$ cat config.mk
export PLATFORM = sky130hd
export DESIGN_NAME = rx_ring_mgr
export DESIGN_NICKNAME = d
export VERILOG_FILES = /design/src/rtl/ring_pkg.sv /design/src/rtl/ring_step.sv /design/src/rtl/ring_fill_ctrl.sv /design/src/rtl/ring_ptr_regs.sv /design/src/rtl/rx_ring_mgr.sv
export SDC_FILE = /design/constraint.sdc
export NUM_CORES = 1
export LEC_CHECK = 0
export BUFFER_PORTS_ARGS = -buffer_cell sky130_fd_sc_hd__buf_2
export CORE_MARGIN = 3
export CORE_UTILIZATION = 45
export CTS_CLUSTER_DIAMETER = 80
export DETAILED_ROUTE_END_ITERATION = 6
export PLACE_DENSITY = 0.78
export SLEW_MARGIN = 25
export SYNTH_ARGS = -nofsm -noshare
export SYNTH_HDL_FRONTEND = slang
export SYNTH_HIERARCHICAL = 1
export SYNTH_SLANG_ARGS = --single-unit
export TNS_END_PERCENT = 30
$ cat constraint.sdc
create_clock -name clk_i -period 5.2 [get_ports clk_i]
set_clock_uncertainty 0.15 [all_clocks]
set_input_delay 0 -clock clk_i [delete_from_list [all_inputs] [get_ports clk_i]]
set_output_delay 0 -clock clk_i [all_outputs]
set_load 0.02 [all_outputs]
$ cat src/rtl/ring_pkg.sv
package ring_pkg;
  typedef enum logic [1:0] {
    FILL_IDLE = 2'd0,
    FILL_RUN  = 2'd1,
    FILL_DROP = 2'd2
  } fill_state_e;
endpackage

$ cat src/rtl/ring_step.sv
module ring_step #(
  parameter int PW = 8
) (
  input  logic [PW-1:0] page_i,
  input  logic [PW-1:0] lo_i,
  input  logic [PW-1:0] hi_i,
  output logic [PW-1:0] nxt_o,
  output logic [PW-1:0] prv_o
);
  localparam logic [PW-1:0] ONE = PW'(1);

  always_comb begin
    nxt_o = (page_i + ONE == hi_i) ? lo_i : page_i + ONE;
    prv_o = (page_i == lo_i) ? hi_i - ONE : page_i - ONE;
  end
endmodule

$ cat src/rtl/ring_fill_ctrl.sv
module ring_fill_ctrl
  import ring_pkg::*;
#(
  parameter int PW = 8,
  parameter int OW = 8
) (
  input  logic          clk_i,
  input  logic          rst_ni,
  input  logic          init_i,
  input  logic [PW-1:0] lo_i,
  input  logic [PW-1:0] curr_i,
  input  logic [PW-1:0] bnry_i,
  input  logic          frm_start_i,
  input  logic          byte_wr_i,
  input  logic          frm_end_i,
  input  logic          frm_ok_i,
  input  logic [PW-1:0] wnext_i,
  output logic [PW-1:0] wpage_o,
  output logic [OW-1:0] wofs_o,
  output fill_state_e   state_o,
  output logic          ovf_o,
  output logic          commit_o,
  output logic [PW-1:0] commit_page_o
);
  localparam logic [OW-1:0] OFS_LAST = '1;

  logic start_go, end_go, byte_go, roll, hit;

  always_comb begin
    start_go      = frm_start_i & ~init_i;
    end_go        = frm_end_i & ~init_i & ~frm_start_i;
    byte_go       = byte_wr_i & ~init_i & ~frm_start_i & ~frm_end_i & (state_o == FILL_RUN);
    roll          = byte_go & (wofs_o == OFS_LAST);
    hit           = wnext_i == bnry_i;
    commit_o      = end_go & frm_ok_i & (state_o == FILL_RUN);
    // a page entered at offset 0 holds nothing yet
    commit_page_o = (wofs_o == '0) ? wpage_o : wnext_i;
    ovf_o         = (start_go & (curr_i == bnry_i)) | (roll & hit);
  end

  always_ff @(posedge clk_i or negedge rst_ni) begin
    if (!rst_ni) begin
      state_o <= FILL_IDLE;
      wpage_o <= '0;
      wofs_o  <= '0;
    end else if (init_i) begin
      state_o <= FILL_IDLE;
      wpage_o <= lo_i;
      wofs_o  <= '0;
    end else if (start_go) begin
      state_o <= (curr_i == bnry_i) ? FILL_DROP : FILL_RUN;
      wpage_o <= curr_i;
      wofs_o  <= '0;
    end else if (end_go) begin
      state_o <= FILL_IDLE;
      wpage_o <= commit_o ? commit_page_o : curr_i;
      wofs_o  <= '0;
    end else if (roll) begin
      if (hit) begin
        state_o <= FILL_DROP;
      end else begin
        wpage_o <= wnext_i;
        wofs_o  <= '0;
      end
    end else if (byte_go) begin
      wofs_o <= wofs_o + OW'(1);
    end
  end
endmodule

$ cat src/rtl/ring_ptr_regs.sv
module ring_ptr_regs #(
  parameter int PW = 8
) (
  input  logic          clk_i,
  input  logic          rst_ni,
  input  logic          init_i,
  input  logic [PW-1:0] lo_i,
  input  logic          commit_i,
  input  logic [PW-1:0] commit_page_i,
  input  logic          bnry_wr_i,
  input  logic [PW-1:0] bnry_i,
  input  logic          ovf_i,
  input  logic          ovw_clr_i,
  output logic [PW-1:0] curr_o,
  output logic [PW-1:0] bnry_o,
  output logic          ovw_o
);
  always_ff @(posedge clk_i or negedge rst_ni) begin
    if (!rst_ni) begin
      curr_o <= '0;
      bnry_o <= '0;
      ovw_o  <= 1'b0;
    end else begin
      if (init_i)        curr_o <= lo_i;
      else if (commit_i) curr_o <= commit_page_i;
      if (bnry_wr_i)     bnry_o <= bnry_i;
      if (ovf_i)         ovw_o  <= 1'b1;
      else if (ovw_clr_i) ovw_o <= 1'b0;
    end
  end
endmodule

$ cat src/rtl/rx_ring_mgr.sv
module rx_ring_mgr
  import ring_pkg::*;
#(
  parameter int PW = 8,
  parameter int OW = 8,
  localparam int AW = PW + OW
) (
  input  logic          clk_i,
  input  logic          rst_ni,
  input  logic [PW-1:0] ring_lo_i,
  input  logic [PW-1:0] ring_hi_i,
  input  logic          init_i,
  input  logic          bnry_wr_i,
  input  logic [PW-1:0] bnry_i,
  input  logic          ovw_clr_i,
  input  logic          frm_start_i,
  input  logic          byte_wr_i,
  input  logic          frm_end_i,
  input  logic          frm_ok_i,
  output logic [AW-1:0] wr_addr_o,
  output logic [PW-1:0] curr_o,
  output logic [PW-1:0] bnry_o,
  output logic          abort_o,
  output logic          ovw_o,
  output logic          full_o,
  output logic          empty_o
);
  logic [PW-1:0] wpage, wofs_unused_nxt, wnext, curr_prv, commit_page;
  logic [OW-1:0] wofs;
  logic          ovf, commit, filling;
  fill_state_e   state;
  logic [PW-1:0] curr_nxt_unused;

  ring_step #(.PW(PW)) u_step_w (
    .page_i(wpage), .lo_i(ring_lo_i), .hi_i(ring_hi_i),
    .nxt_o(wnext), .prv_o(wofs_unused_nxt)
  );

  ring_step #(.PW(PW)) u_step_c (
    .page_i(curr_o), .lo_i(ring_lo_i), .hi_i(ring_hi_i),
    .nxt_o(curr_nxt_unused), .prv_o(curr_prv)
  );

  ring_fill_ctrl #(.PW(PW), .OW(OW)) u_fill (
    .clk_i, .rst_ni, .init_i,
    .lo_i(ring_lo_i), .curr_i(curr_o), .bnry_i(bnry_o),
    .frm_start_i, .byte_wr_i, .frm_end_i, .frm_ok_i,
    .wnext_i(wnext), .wpage_o(wpage), .wofs_o(wofs), .state_o(state),
    .ovf_o(ovf), .commit_o(commit), .commit_page_o(commit_page)
  );

  ring_ptr_regs #(.PW(PW)) u_ptr (
    .clk_i, .rst_ni, .init_i, .lo_i(ring_lo_i),
    .commit_i(commit), .commit_page_i(commit_page),
    .bnry_wr_i, .bnry_i, .ovf_i(ovf), .ovw_clr_i,
    .curr_o, .bnry_o, .ovw_o
  );

  assign filling   = state == FILL_RUN;
  assign abort_o   = state == FILL_DROP;
  assign wr_addr_o = {wpage, wofs};
  assign full_o    = bnry_o == curr_o;
  assign empty_o   = bnry_o == curr_prv;
endmodule

==> key figures <==
Floorplanning
  – Overall die area: 0.00806 sq mm
  – Count of standard-cell rows: 29
  – Num ports: 69
  – DIE WIDTH: 89.8 um
  – DIE HEIGHT: 89.8 um
  – Starting Density: 48.1%
  – Core Footprint: 0.00657 sq mm

Placement
  – Routability cong.: 0.905
  – HPWL Detailed: 6360 um
  – Inst Count DP: 458
  – Count of input and output buffers: 68

Power and ir drop
  – Power density over cell area: 225 mW/mm^2
  – Proportion of power drawn by combinational gates: 36.2%
  – Net switching power of the design: 0.318 mW
  – Sequential share of power: 40.3%
  – Power Internal: 0.543 mW
  – Peak supply drop: 0.151 mV
  – Leakage power total: 1.72 nW
  – Net switching fraction of the power: 36.9%
  – Fraction of power consumed by the clock network: 23.5%

Clock network
  – TritonCTS clock tree: built
  – Clock buffers created by TritonCTS: 5
  – Source-to-sink clock delay at the later pin of the worst-skew pair: 0.29 ns
  – Buffers inserted by post-CTS timing repair: 0
  – Clock transition time at the flip-flop clock pins of the worst setup and hold paths: 0.07 ns
  – Clk Tree Root Cell: clkbuf_8
  – Max clock buf depth: 2
  – H-tree depth: 2
  – TritonCTS Sinks: 35

Yosys
  – Post-synthesis net count: 349
  – Mean area per synthesized cell: 10.1 sq um
  – Synthesized instance count: 312
  – Number of warnings reported in the yosys synthesis log: 6
  – Mapped Area: 0.00316 sq mm

Critical path
  – Arrival time at the worst endpoint: 3.72 ns
  – Nature of the critical path endpoint: flip-flop
  – Crit Path Max Fanout: 9
  – Worst Path Class, Setup: reg -> reg
  – WP data required: 5.26 ns
  – Sort of element at the start of the critical path: flip-flop

Finish
  – Number of antenna repair diodes: 0
  – Area growth syn-to-layout: 21.5%
  – Area occupied by multi-input gates: 0.00209 sq mm
  – Layout filler cell count: 555
  – Final std cells w/o fill: 492
  – Total number of nets in the final design: 436
  – Sequential standard cell area: 876 sq um
  – Share of post-route cells with drive strength above 1: 28.6%

STA
  – # setup viols final: 0
  – Post-route minimum period: 3.67 ns
  – Worst rel slew slack: 46.9%
  – Total negative slack: 0 ns
  – Maximum clock frequency: 0.273 GHz
  – Final worst-path cycle share: 70.5%
  – Final Max Tran Viols: 0
  – Hold Violations, Final: 0
  – Unrepaired setup endpoints after global routing: false
  – Transition time at the pin with the least slew margin: 0.796 ns

Drt
  – Total length of routed wires: 8830 um
  – Average wire per standard cell: 18.0 um
  – Number of nets still failing antenna checks after routing: 0
  – Via total after detailed routing: 2,842
  – Remaining routing DRC violations: 0
  – Vias per cell: 5.78
  – Number of optimization iterations in the first detailed-route pass: 4
  – DRT iter0 DRCs: 285

Global routing
  – Gr busiest metal: met2
  – Maximum number of pins on one net before global-route repair: 36
  – Met1 Track Usage GR: 29.5%
  – GRT Resource Usage Total: 22.1%
  – Number of antenna violations at the first check in global routing: 0
  – First-pass GRT wire length: 14,600 um
  – Met2 track demand over resource: 37.5%
  – Gr ovfl total: 0
  – Met3 layer usage reported by global route: 3.76%
  – Number of global-route vias before repair: 2,818

Flow run
  – Maxcap violations: 0

Hold path
  – Type of the tightest min-delay check: in -> reg

Status
  – Run status: completed
-- power groups by stage --
| stage | registers [mW] | clock network, mW | logic, mW |
|---|---|---|---|
| 2_1_floorplan | 0.354 | 0 | 0.205 |
| 3_3_place_gp | 0.350 | 0 | 0.280 |
| 3_5_place_dp | 0.351 | 0 | 0.287 |
| 4_1_cts | 0.346 | 0.206 | 0.308 |
| 5_1_grt | 0.352 | 0.219 | 0.337 |
| 6_report | 0.348 | 0.202 | 0.312 |
-- cell type report --
type	count	share of cell area [%]
clock buffers	6	2.15
clock inverters	1	0.130
multi-input cells	248	54.5
repair buffers	96	16.1
flip-flops and latches	35	22.8
inverters	13	1.27
well taps	93	3.03
-- registers in the layout, summed over array words and instances, names as in the netlist --
signal,flops
u_fill/state_o,2
u_fill/wofs_o,8
u_fill/wpage_o,8
u_ptr/bnry_o,8
u_ptr/curr_o,8
u_ptr/ovw_o,1
-- placed cells by master, fill, tap and decap left out, types with 3 or more instances in the layout --
master	count
and4_1	3
nor3_1	7
inv_1	12
nand4_1	6
a21oi_1	10
nor2_1	12
mux2i_1	22
a31oi_1	4
mux2_4	8
ha_1	4
mux2_2	12
o2bb2ai_1	8
nand2_1	17
clkbuf_8	6
xnor2_1	28
dlygate4sd3_1	27
or3_1	3
nand3_1	5
xor2_1	31
a22o_1	8
dfrtp_1	35
buf_2	68
o21ai_1	8
a21o_1	3
-- final timing paths --
path / from / endpoint / slack, ns / cells after the start
min in group asynchronous: rst_ni / u_fill/wofs_o[6] / 0.18 / 2
worst min register to register: u_ptr/ovw_o / u_ptr/ovw_o / 0.34 / 1
worst max-delay path: u_fill/wpage_o[0] / u_fill/wpage_o[6] / 1.53 / 12
worst min-delay path: bnry_wr_i / u_ptr/bnry_o[5] / 0.01 / 2
max in group asynchronous: rst_ni / u_ptr/bnry_o[5] / 4.22 / 2
worst max register to register: u_fill/wpage_o[0] / u_fill/wpage_o[6] / 1.53 / 12
-- worst max-delay path, cell delays in order (launching register included) --
cell       delay, ns
dfrtp_1         0.47
ha_1            0.25
and3_2          0.24
and3_1          0.21
xnor3_1         0.19
o211ai_1        0.18
nor2_4          0.26
mux2i_1         0.42
xor2_1          0.18
nor4_4          0.50
a21oi_4         0.15
o22ai_4         0.23
o2bb2ai_1       0.16
-- per-layer routing --
| metal | routed length (um) | vias up |
|---|---|---|
| met1 | 3800 | 1380 |
| li1 | - | 1304 |
| met3 | 648 | 20 |
| met5 | 0 | - |
| met2 | 4210 | 138 |
| met4 | 175 | 0 |
-- stage by stage --
step	hold slack [ns]	util, %	area [sq um]	setup slack [ns]	total power [mW]
global route	0.00926	58.4	3840	1.31	0.908
finish	0.0129	58.4	3840	1.53	0.861
detailed placement	-0.0121	53.0	3480	1.55	0.639
CTS	0.000196	58.4	3840	1.54	0.860
global placement	-0.0359	53.0	3480	1.67	0.630
floorplan	-0.446	-	3160	1.80	0.560
-- what timing repair did --
action	4_1_cts	5_1_grt
gates resized for setup	0	0
setup endpoints to repair	0	0
hold endpoints to repair	55	0
hold buffers	27	0
Note: power is estimated with default switching activity, not from simulation.
